## config.mk

```make
export PLATFORM = sky130hd
export DESIGN_NAME = buffered_compare_reg
export DESIGN_NICKNAME = d
export VERILOG_FILES = /design/src/rtl/cbr_pkg.sv /design/src/rtl/cbr_lane_buf.sv /design/src/rtl/cbr_xfer.sv /design/src/rtl/buffered_compare_reg.sv
export SDC_FILE = /design/constraint.sdc
export NUM_CORES = 1
export LEC_CHECK = 0
export CORE_ASPECT_RATIO = 0.5
export CORE_MARGIN = 1.5
export CORE_UTILIZATION = 34
export CTS_CLUSTER_DIAMETER = 80
export CTS_CLUSTER_SIZE = 20
export DETAILED_ROUTE_END_ITERATION = 8
export PLACE_DENSITY = 0.57
export SYNTH_ARGS = -nofsm -noshare
export SYNTH_HDL_FRONTEND = slang
export SYNTH_SLANG_ARGS = --single-unit
```

## constraint.sdc

```tcl
create_clock -name clk -period 2 [get_ports clk]
set_input_delay 0.2 -clock clk [delete_from_list [all_inputs] [get_ports clk]]
set_output_delay 0.2 -clock clk [all_outputs]
set_load 0.005 [all_outputs]
```

## src/rtl/cbr_pkg.sv

```systemverilog
package cbr_pkg;

    typedef enum logic {
        CBR_OC  = 1'b0,
        CBR_PWM = 1'b1
    } cbr_mode_e;

    function automatic logic xfer_ok(cbr_mode_e mode, logic period_end);
        return (mode == CBR_OC) || period_end;
    endfunction

endpackage

```

## src/rtl/cbr_lane_buf.sv

```systemverilog
module cbr_lane_buf #(
    parameter int VAL_W = 16,
    parameter int BUS_W = 8
) (
    input  logic                                  clk,
    input  logic                                  rst,
    input  logic                                  wr_en,
    input  logic [((VAL_W/BUS_W) > 1 ? $clog2(VAL_W/BUS_W) : 1)-1:0] wr_lane,
    input  logic [BUS_W-1:0]                      wr_data,
    input  logic                                  cancel,
    input  logic                                  consume,
    output logic [VAL_W-1:0]                      held,
    output logic                                  full
);
    localparam int NBYTES = VAL_W / BUS_W;

    logic [NBYTES-1:0][BUS_W-1:0] bytes_q;
    logic [NBYTES-1:0]            have_q;
    logic [NBYTES-1:0]            have_d;

    always_comb begin
        have_d = have_q;
        if (cancel) begin
            have_d = '0;
        end else begin
            if (consume) have_d = '0;
            if (wr_en)   have_d[wr_lane] = 1'b1;
        end
    end

    always_ff @(posedge clk) begin
        if (rst) begin
            bytes_q <= '0;
            have_q  <= '0;
        end else begin
            have_q <= have_d;
            if (wr_en && !cancel) bytes_q[wr_lane] <= wr_data;
        end
    end

    assign held = bytes_q;
    assign full = &have_q;

    // a cancel leaves nothing collected
    a_r7_cancel_empties: assert property (@(posedge clk) disable iff (rst)
        cancel |=> !full);

    // a transfer without a concurrent write restarts the sequence
    a_r8_consume_restarts: assert property (@(posedge clk) disable iff (rst)
        (consume && !wr_en) |=> !full);

endmodule

```

## src/rtl/cbr_xfer.sv

```systemverilog
module cbr_xfer
    import cbr_pkg::*;
#(
    parameter int VAL_W = 16
) (
    input  logic             clk,
    input  logic             rst,
    input  logic             full,
    input  cbr_mode_e        mode,
    input  logic             period_end,
    input  logic             cancel,
    input  logic [VAL_W-1:0] held,
    output logic             consume,
    output logic [VAL_W-1:0] active
);
    logic [VAL_W-1:0] active_q;

    assign consume = full && !cancel && xfer_ok(mode, period_end);

    always_ff @(posedge clk) begin
        if (rst)          active_q <= '0;
        else if (consume) active_q <= held;
    end

    assign active = active_q;

    // reset clears the active value
    a_r1_reset_clear: assert property (@(posedge clk)
        rst |=> (active_q == '0));

    // output-compare mode loads a complete word on the next edge
    a_r4_oc_loads: assert property (@(posedge clk) disable iff (rst)
        (full && mode == CBR_OC && !cancel) |=> (active_q == $past(held)));

    // PWM mode holds the active value until a period boundary
    a_r5_pwm_waits: assert property (@(posedge clk) disable iff (rst)
        (mode == CBR_PWM && !period_end) |=> $stable(active_q));

    // an incomplete word never moves
    a_r2_partial_holds: assert property (@(posedge clk) disable iff (rst)
        !full |=> $stable(active_q));

endmodule

```

## src/rtl/buffered_compare_reg.sv

```systemverilog
module buffered_compare_reg
    import cbr_pkg::*;
#(
    parameter int NUM_CH = 2,
    parameter int VAL_W  = 16,
    parameter int BUS_W  = 8,
    localparam int NBYTES = VAL_W / BUS_W,
    localparam int LANE_W = (NBYTES > 1) ? $clog2(NBYTES) : 1,
    localparam int CH_W   = (NUM_CH > 1) ? $clog2(NUM_CH) : 1
) (
    input  logic                    clk,
    input  logic                    rst,
    input  logic                    wr_en,
    input  logic [CH_W-1:0]         wr_ch,
    input  logic [LANE_W-1:0]       wr_lane,
    input  logic [BUS_W-1:0]        wr_data,
    input  logic [NUM_CH-1:0]       ctrl_wr,
    input  logic [NUM_CH-1:0]       pwm_mode,
    input  logic                    period_end,
    output logic [NUM_CH*VAL_W-1:0] active_val
);
    for (genvar c = 0; c < NUM_CH; c++) begin : g_ch
        logic             hit;
        logic             full;
        logic             consume;
        logic [VAL_W-1:0] held;
        logic [VAL_W-1:0] act;

        assign hit = wr_en && (wr_ch == CH_W'(c));

        cbr_lane_buf #(.VAL_W(VAL_W), .BUS_W(BUS_W)) u_buf (
            .clk     (clk),
            .rst     (rst),
            .wr_en   (hit),
            .wr_lane (wr_lane),
            .wr_data (wr_data),
            .cancel  (ctrl_wr[c]),
            .consume (consume),
            .held    (held),
            .full    (full)
        );

        cbr_xfer #(.VAL_W(VAL_W)) u_xfer (
            .clk        (clk),
            .rst        (rst),
            .full       (full),
            .mode       (cbr_mode_e'(pwm_mode[c])),
            .period_end (period_end),
            .cancel     (ctrl_wr[c]),
            .held       (held),
            .consume    (consume),
            .active     (act)
        );

        assign active_val[c*VAL_W +: VAL_W] = act;
    end

endmodule

```

# Word-level counts from Yosys, hierarchy flattened
# Index checks and enable logic that the tools add are counted.
[classes]
order_cmp = 2
n_bitwise = 5
n_mux = 12
n_reduce_logical = 17
[ops]
columns = ["op", "count"]
rows = [
  ["bitwise mux 16 bit", 2],
  ["2-to-1 mux 2 bit", 6],
  ["logical AND 1 bit", 9],
  ["demux 8 bit (select 1 bit)", 1],
  ["2-to-1 mux 8 bit", 1],
  ["OR 2 bit", 2],
  ["AND reduction 2 bit", 2],
  ["OR reduction 2 bit", 2],
  ["NOT 1 bit", 3],
  ["logical NOT 1 bit", 2],
  ["logical OR 1 bit", 2],
  ["< comparator 1 x 2 -> 1 bit (second input constant)", 1],
  ["demux 1 bit (select 1 bit)", 1],
  ["greater-or-equal comparator 1 bit (second input constant)", 1],
  ["2-to-1 mux 1 bit", 1],
]
[totals]
output_inout_bits = 32
ff_bits = 68
word_cells = 44
input_bits = 18

# Longest topological paths before layout
# Gate-level depths: netlist of the first run.
[depth]
ltp_word = 7
depth_mapped = 6
mapped_depth_nobuf = 3

# Hierarchy
# A second synthesis of the first run with hierarchy kept.
[unflattened]
hier_cells = 290
area_unflattened_um2 = 3071.7
[modules_own_cells]
columns = ["mod", "instances", "cells_each", "seq_area_each_um2", "area_per_inst_um2"]
rows = [
  ["cbr_lane_buf", 2, 73, 360.3, 778.2],
  ["cbr_xfer", 2, 71, 320.3, 749.5],
  ["buffered_compare_reg", 1, 2, 0.0, 16.3],
]

# Worst setup path after synthesis of the first run
# Ideal clock, no wire load.
[synth_path]
kind = "input -> register"
from = "in wr_lane"
to = "reg g_ch[0].u_buf.bytes_q, in the netlist g_ch[0].u_buf.held[0]"
setup_slack_ps = 771
path_stages = 5
t_arrival_ps = 1097
setup_ps = 132
required_ps = 1868
path_buffers = 2
cell_sequence = "buf_4 > or4b_1 > buf_2 > nand2_1 > a21oi_1"
[synth_via]
elab_chain_cells = 5
word_cells_on_any_way = 6
cone_classes = "order compare (2); mux (3); reduce/logical (1)"
[synth_lines]
columns = ["item", "line_no", "source"]
rows = [
  ["from (decl)", "buffered_compare_reg.sv:15", "input logic [LANE_W-1:0] wr_lane,"],
  ["< comparator 1 x 2 -> 1 bit (not written as such) / greater-or-equal comparator 1 bit (equally long branches)", "cbr_lane_buf.sv:37", "if (wr_en && !cancel) bytes_q[wr_lane] <= wr_data;"],
  ["logical AND 1 bit (not written as such)", "cbr_lane_buf.sv:37", ""],
  ["2-to-1 mux 8 bit (not written as such)", "cbr_lane_buf.sv:37", ""],
  ["demux 8 bit (select 1 bit) (*)", "-", ""],
  ["bitwise mux 16 bit (*)", "cbr_lane_buf.sv:37", ""],
  ["to (signal, indexed assignment)", "cbr_lane_buf.sv:37", ""],
  ["to (decl)", "cbr_lane_buf.sv:17", "logic [NBYTES-1:0][BUS_W-1:0] bytes_q;"],
]
# Every way passes the cells marked *; elsewhere a longest branch is shown, timed or not.
# A chain may end at the register's enable or synchronous reset.

# Worst setup path after layout of the first run
[layout_path]
from = "in wr_ch"
to = "reg g_ch[0].u_buf.bytes_q, in the netlist g_ch[0].u_buf.held[5]"
[layout_via]
elab_chain_cells = 3
[layout_lines]
columns = ["item", "line_no", "source"]
rows = [
  ["from (decl)", "buffered_compare_reg.sv:14", "input logic [CH_W-1:0] wr_ch,"],
  ["NOT 1 bit", "buffered_compare_reg.sv:29", "assign hit = wr_en && (wr_ch == CH_W'(c));"],
  ["logical AND 1 bit", "buffered_compare_reg.sv:29", ""],
  ["logical AND 1 bit", "cbr_lane_buf.sv:37", ""],
]
# No other way between the ends.

==> reports/metrics.yaml, run 1 <==
synthesis:
  synth_sequential_area_ratio_pct: 48.68
  mapped_cell_area_um2: 2796
  synth-seq-cells: 68
  synth_net_count: 310
  count_of_mapped_cells_out_of_synthesis: 292
  post_synth.cell_area_avg_um2: 9.577
  ys_types: 22
  yosysWarningCount: 0
cts:
  cts_made_buffers: 9
  htree_num_levels: 3
  root_buffer: "sky130_fd_sc_hd__clkbuf_16"
  later_pin_clock_latency_in_the_skew_report_ps: 320
  cts_repair_resize_count: 0
  tritoncts_num_sinks: 68
  cts_max_path_buffers: 2
  tritoncts: "done"
  postCtsSetupRepairBufs: 0
  ctsHoldBuffers: 0
  clkSlewWorstSetupHoldPaths_ps: 50
detailed_routing:
  routed_wirelength_mm: 5.962
  avgViaCountPerCell: 4.564
  drcViolationCount: 0
  firstDrtPassIters: 4
  dr_iter_0_viols: 86
  num_vias: 2072
  post_drt_wl_per_cell_um: 13.13
  postRouteAntennaNets: 0
worst_setup_path:
  worst_setup_ep_type: "flip-flop"
  path_class: "input port to flip-flop"
  timing.rr.end: "g_ch[0].u_xfer.active[4]"
  critPathLaunchType: "input port"
  crit_end: "g_ch[0].u_buf.held[5]"
  maximum_fanout_count_along_the_critical_path: 10
  startpoint: "wr_ch"
  rr_startpoint: "g_ch[0].u_buf.have_q[0]"
  cp_data_arrival_time_ps: 1720
  worst-endpoint-required_ps: 2200
  timing.reg2reg.setup_slack_ps: 910
  r2r.worst_path.cells: 3
global_route:
  antenna_violations_before_repair: 0
  first_global_vias: 1928
  grt_resource_usage_total_pct: 13.79
  maximum_number_of_pins_on_one_net_before_global_route_repair: 68
  total_congestion_overflow_after_global_routing: 0
  grt_pass1_wl_mm: 9.466
power:
  pwr_density_cell_nw_per_um2: 875.8
  p_sw_uw: 650.2
  vdd_ir_drop_max_mv: 0.5454
  sequentialPowerShare_pct: 42.3
  power.clock.fraction_pct: 53.1
  internal_power_mw: 2.608
  power.combinational.fraction_pct: 4.7
  p_leak_nw: 1.266
  sw_frac_of_total_pct: 19.96
placed_design:
  detailed_place.area_um2: 3383
  numPortBuffers: 49
  detailedPlacementHpwl_mm: 4.091
  gp_routability_congestion: 0.7139
  place_worst_setup_slack_ps: 174.1
cells_and_area:
  design.final.nets: 355
  drive_gt1_share_pct: 8.187
  fillers: 790
  layout.cells.most_common_list: "68 x sky130_fd_sc_hd__dfxtp_1, 65 x sky130_fd_sc_hd__nand2b_1, 48 x sky130_fd_sc_hd__clkdlybuf4s50_1"
  n_antenna_cell: 0
  synthToLayoutAreaGrowth_pct: 33.02
  fin_area_um2: 3720
  final_common_cell: "sky130_fd_sc_hd__dfxtp_1"
die:
  die_area_um2: 8811
  die-height_um: 67.13
  initial_core_util_pct: 34.95
  floorplan.core_area_um2: 8000
  rows: 23
  io_pins: 50
  fp.dieW_um: 131.3
flow_run:
  cap_violations: 0
timing:
  setup_tns_ps: 0
  max_slew.worst_pin.slew_ps: 467.2
  period_share_pct: 76.13
  final-max-slew-violation-count: 0
  hold_slack_ps: 340.0
  report.final.setup_viol: 0
  clock-skew-final_ps: 5.228
  relSlewSlack_pct: 68.85
  timing.final.ws_setup_ps: 477.5
  final.min_clock_period_ps: 1523
  rsz_0062_raised_after_global_routing: "false"
  max_freq_mhz: 656.8
  hold_violations: 0
worst_hold_path:
  min_path_type: "input port to flip-flop"
outcome:
  status: "finished, final reports clean"
## Yosys cell counts
cell | instances | area share, %
sky130_fd_sc_hd__nand4b_1 | 4 | 1.3
sky130_fd_sc_hd__nand4_1 | 1 | 0.22
sky130_fd_sc_hd__nor4bb_1 | 2 | 0.72
sky130_fd_sc_hd__nor4b_4 | 1 | 0.85
sky130_fd_sc_hd__nand3b_1 | 16 | 4.3
sky130_fd_sc_hd__dfxtp_1 | 68 | 49
sky130_fd_sc_hd__nand2b_1 | 65 | 15
sky130_fd_sc_hd__buf_2 | 8 | 1.4
sky130_fd_sc_hd__and4bb_1 | 1 | 0.45
sky130_fd_sc_hd__o21ai_1 | 19 | 3.4
sky130_fd_sc_hd__nor2_1 | 2 | 0.27
sky130_fd_sc_hd__a21oi_1 | 16 | 2.9
sky130_fd_sc_hd__or4b_1 | 1 | 0.36
sky130_fd_sc_hd__buf_4 | 1 | 0.27
sky130_fd_sc_hd__nand2_1 | 36 | 4.8
sky130_fd_sc_hd__clkbuf_1 | 11 | 1.5
sky130_fd_sc_hd__nor2b_1 | 1 | 0.22
sky130_fd_sc_hd__nor3_1 | 1 | 0.18
sky130_fd_sc_hd__and4b_1 | 2 | 0.72
sky130_fd_sc_hd__mux2i_1 | 32 | 11
sky130_fd_sc_hd__buf_6 | 3 | 1.2
sky130_fd_sc_hd__a31o_1 | 1 | 0.31
## critical path, cell delays in order
cell                              delay [ps]
sky130_fd_sc_hd__clkdlybuf4s50_1         590
sky130_fd_sc_hd__or4b_1                  740
sky130_fd_sc_hd__nand2_1                 120
sky130_fd_sc_hd__a21oi_1                  70
## routing by layer
layer | global-route usage [%] | routed length (µm)
met5 | 0 | 0
met4 | 4.306 | 8
met2 | 24.07 | 2836
met1 | 17.07 | 2892
met3 | 3.754 | 224
## how the worst min path moves through the flow
stage / startpoint / to / slack (ps) / cells past startpoint
after global placement: g_ch[1].u_buf.have_q[0] / g_ch[1].u_buf.have_q[0] / 440 / 2
after detailed placement: g_ch[1].u_buf.held[12] / g_ch[1].u_buf.held[12] / 450 / 2
after global routing: rst / g_ch[1].u_buf.held[10] / 400 / 2
after floorplan: wr_data[0] / g_ch[0].u_buf.held[0] / 340 / 2
after CTS: rst / g_ch[1].u_buf.held[12] / 330 / 2
final: rst / g_ch[1].u_buf.held[11] / 340 / 2
## sequential cells by signal (all words and copies together), names as in the netlist
register,cells
g_ch.u_buf.held,32
g_ch.u_xfer.active,32
g_ch.u_buf.have_q,4
## logic make-up (layout without fill, tap and decap cells)
group	after synthesis	count (layout)	share of synthesized area, %
AOI/OAI and AO/OA	36	36	6.577
muxes	32	32	11.45
DFF	68	68	48.68
and+or+nand+nor	133	133	28.90
buffers and inverters	23	73	4.385
## stage by stage
| stage | util (%) | power [mW] | instances |
|---|---|---|---|
| floorplan | - | 1.492 | 292 |
| global placement | 42.29 | 1.556 | 438 |
| detailed placement | 42.29 | 1.558 | 438 |
| CTS | 46.50 | 3.298 | 454 |
| global route | 46.50 | 3.365 | 454 |
| finish | 46.50 | 3.258 | 454 |
## layout make-up
class	count	area, µm²	share of cell area [%]
clock buffers	11	252.7	6.794
clock inverters	5	83.83	2.254
multi-input cells	201	1324	35.59
flip-flops and latches	68	1361	36.60
well taps	112	140.1	3.767
repair buffers	57	558.0	15.00
## power groups by stage
stage | logic (mW) | registers, mW | clock network, mW
after floorplan | 0.0873 | 1.40 | 0
after global placement | 0.150 | 1.41 | 0
after detailed placement | 0.152 | 1.41 | 0
after CTS | 0.153 | 1.38 | 1.77
after global routing | 0.165 | 1.38 | 1.82
final | 0.152 | 1.38 | 1.73
Note: power is estimated with default switching activity, not from simulation.
==> inputs of run 2 (changes only) <==
PLACE_DENSITY = 0.59   (was 0.57)
clock period = 1.29 ns   (was 2 ns; I/O delays follow)
==> reports/metrics.yaml, run 2 (synthesized netlist as in run 1, its figures left out) <==
cts:
  tritoncts_num_sinks: 68
  ctsHoldBuffers: 0
  tritoncts: "done"
  htree_num_levels: 3
  cts_made_buffers: 9
  clkSlewWorstSetupHoldPaths_ps: 50
  later_pin_clock_latency_in_the_skew_report_ps: 330
  cts_max_path_buffers: 2
  root_buffer: "sky130_fd_sc_hd__clkbuf_16"
die:
  initial_core_util_pct: 34.95
  die-height_um: 67.13
  die_area_um2: 8811
  io_pins: 50
  rows: 23
  floorplan.core_area_um2: 8000
  fp.dieW_um: 131.3
timing:
  max_freq_mhz: 782.7
  period_share_pct: 99.04
  rsz_0062_raised_after_global_routing: "true"
  max_slew.worst_pin.slew_ps: 297.8
  clock-skew-final_ps: 3.103
  report.final.setup_viol: 0
  relSlewSlack_pct: 80.15
  hold_slack_ps: 194.3
  final.min_clock_period_ps: 1278
  hold_violations: 0
  final-max-slew-violation-count: 0
global_route:
  maximum_number_of_pins_on_one_net_before_global_route_repair: 57
  grt_resource_usage_total_pct: 15.10
  grt_pass1_wl_mm: 10.16
  antenna_violations_before_repair: 0
  total_congestion_overflow_after_global_routing: 0
  first_global_vias: 2006
worst_setup_path:
  startpoint: "wr_ch"
  worst_setup_ep_type: "flip-flop"
  path_class: "input port to flip-flop"
  cp_data_arrival_time_ps: 1530
  worst-endpoint-required_ps: 1550
  critPathLaunchType: "input port"
  maximum_fanout_count_along_the_critical_path: 9
  rr_startpoint: "g_ch[1].u_buf.have_q[1]"
cells_and_area:
  layout.cells.most_common_list: "68 x sky130_fd_sc_hd__dfxtp_1, 65 x sky130_fd_sc_hd__nand2b_1, 36 x sky130_fd_sc_hd__nand2_1"
  n_antenna_cell: 0
  fillers: 770
  drive_gt1_share_pct: 9.687
  synthToLayoutAreaGrowth_pct: 33.20
  design.final.nets: 364
  layout.core_utilization_pct: 46.56
  stdcell_count: 463
  final_common_cell: "sky130_fd_sc_hd__dfxtp_1"
detailed_routing:
  dr_iter_0_viols: 160
  drcViolationCount: 0
  post_drt_wl_per_cell_um: 13.39
  firstDrtPassIters: 4
  avgViaCountPerCell: 4.572
  routed_wirelength_mm: 6.198
  postRouteAntennaNets: 0
  num_vias: 2117
power:
  vdd_ir_drop_max_mv: 0.7650
  pwr_density_cell_nw_per_um2: 1255
  p_leak_nw: 1.462
worst_hold_path:
  min_path_type: "input port to flip-flop"
  timing.hold.worst.start: "rst"
placed_design:
  numPortBuffers: 49
  detailedPlacementHpwl_mm: 4.125
  gp_routability_congestion: 0.7626
  place_inst: 446
outcome:
  status: "finished, final reports clean"
flow_run:
  cap_violations: 0
## run 2: cell count changes in the layout (fill, tap and decap cells not counted), sizes merged
cell,previous run,this run
bufinv,2,0
dlygate4sd2,0,32
clkdlybuf4s50,48,16
clkbuf,11,15
buf,9,18
clkinvlp,2,0
## run 2: cell type report
cell class / count / area, µm² / area share [%]
flip-flops and latches: 68 / 1361 / 36.55
well taps: 112 / 140.1 / 3.762
clock inverters: 1 / 5.005 / 0.1344
repair buffers: 66 / 608.1 / 16.33
clock buffers: 15 / 277.8 / 7.457
multi-input cells: 201 / 1333 / 35.77
## run 2: worst paths after layout
check,endpoint,slack (ps),depth (start not counted)
max,g_ch[1].u_buf.held[4],10,6
min,g_ch[1].u_buf.have_q[0],190,4
max reg2reg,g_ch[1].u_xfer.active[3],210,4
min reg2reg,g_ch[1].u_buf.held[10],450,2
## run 2: metal layers
metal	share of wire, %	vias to the layer above	track usage, %
li1	-	1083	-
met1	47	988	18.47
met2	48	42	25.13
met3	4.0	4	5.255
met4	1.0	0	5.833
met5	0	-	0
## run 2: timing repair
action | CTS | global route
setup endpoints to repair | 32 | 10
resized for setup | 32 | 3
buffers inserted | 0 | 0
cloned | 0 | 1
## run 2: worst max-delay path: stages
cell and delay [ps]:
sky130_fd_sc_hd__clkdlybuf4s50_1 480, sky130_fd_sc_hd__buf_4 170, sky130_fd_sc_hd__nor4bb_4 350, sky130_fd_sc_hd__buf_4 220, sky130_fd_sc_hd__nand3b_1 90, sky130_fd_sc_hd__o21ai_1 90
## run 2: power breakdown
part	switching, mW	total [mW]	leakage, nW	internal [mW]
logic	0.123	0.259	0.773	0.136
clock network	0.824	2.28	0.140	1.46
registers	0.00982	2.14	0.549	2.13
## run 2: stage by stage
step	setup WS, ps	power [mW]	cell area [µm²]	TNS, ps
after detailed placement	-298.3	2.434	3468	-10680
final	12.42	4.675	3725	0
after global placement	-256.8	2.429	3468	-9718
after floorplan	132.1	2.313	2796	0
after global routing	-35.78	4.858	3725	-124.9
after CTS	50.34	4.726	3711	0
==> inputs of run 3 (changes only) <==
CAP_MARGIN = 20   (was not set)
==> results of run 3 <==
No change in the layout: final DEF, timing and power equal those of run 2.
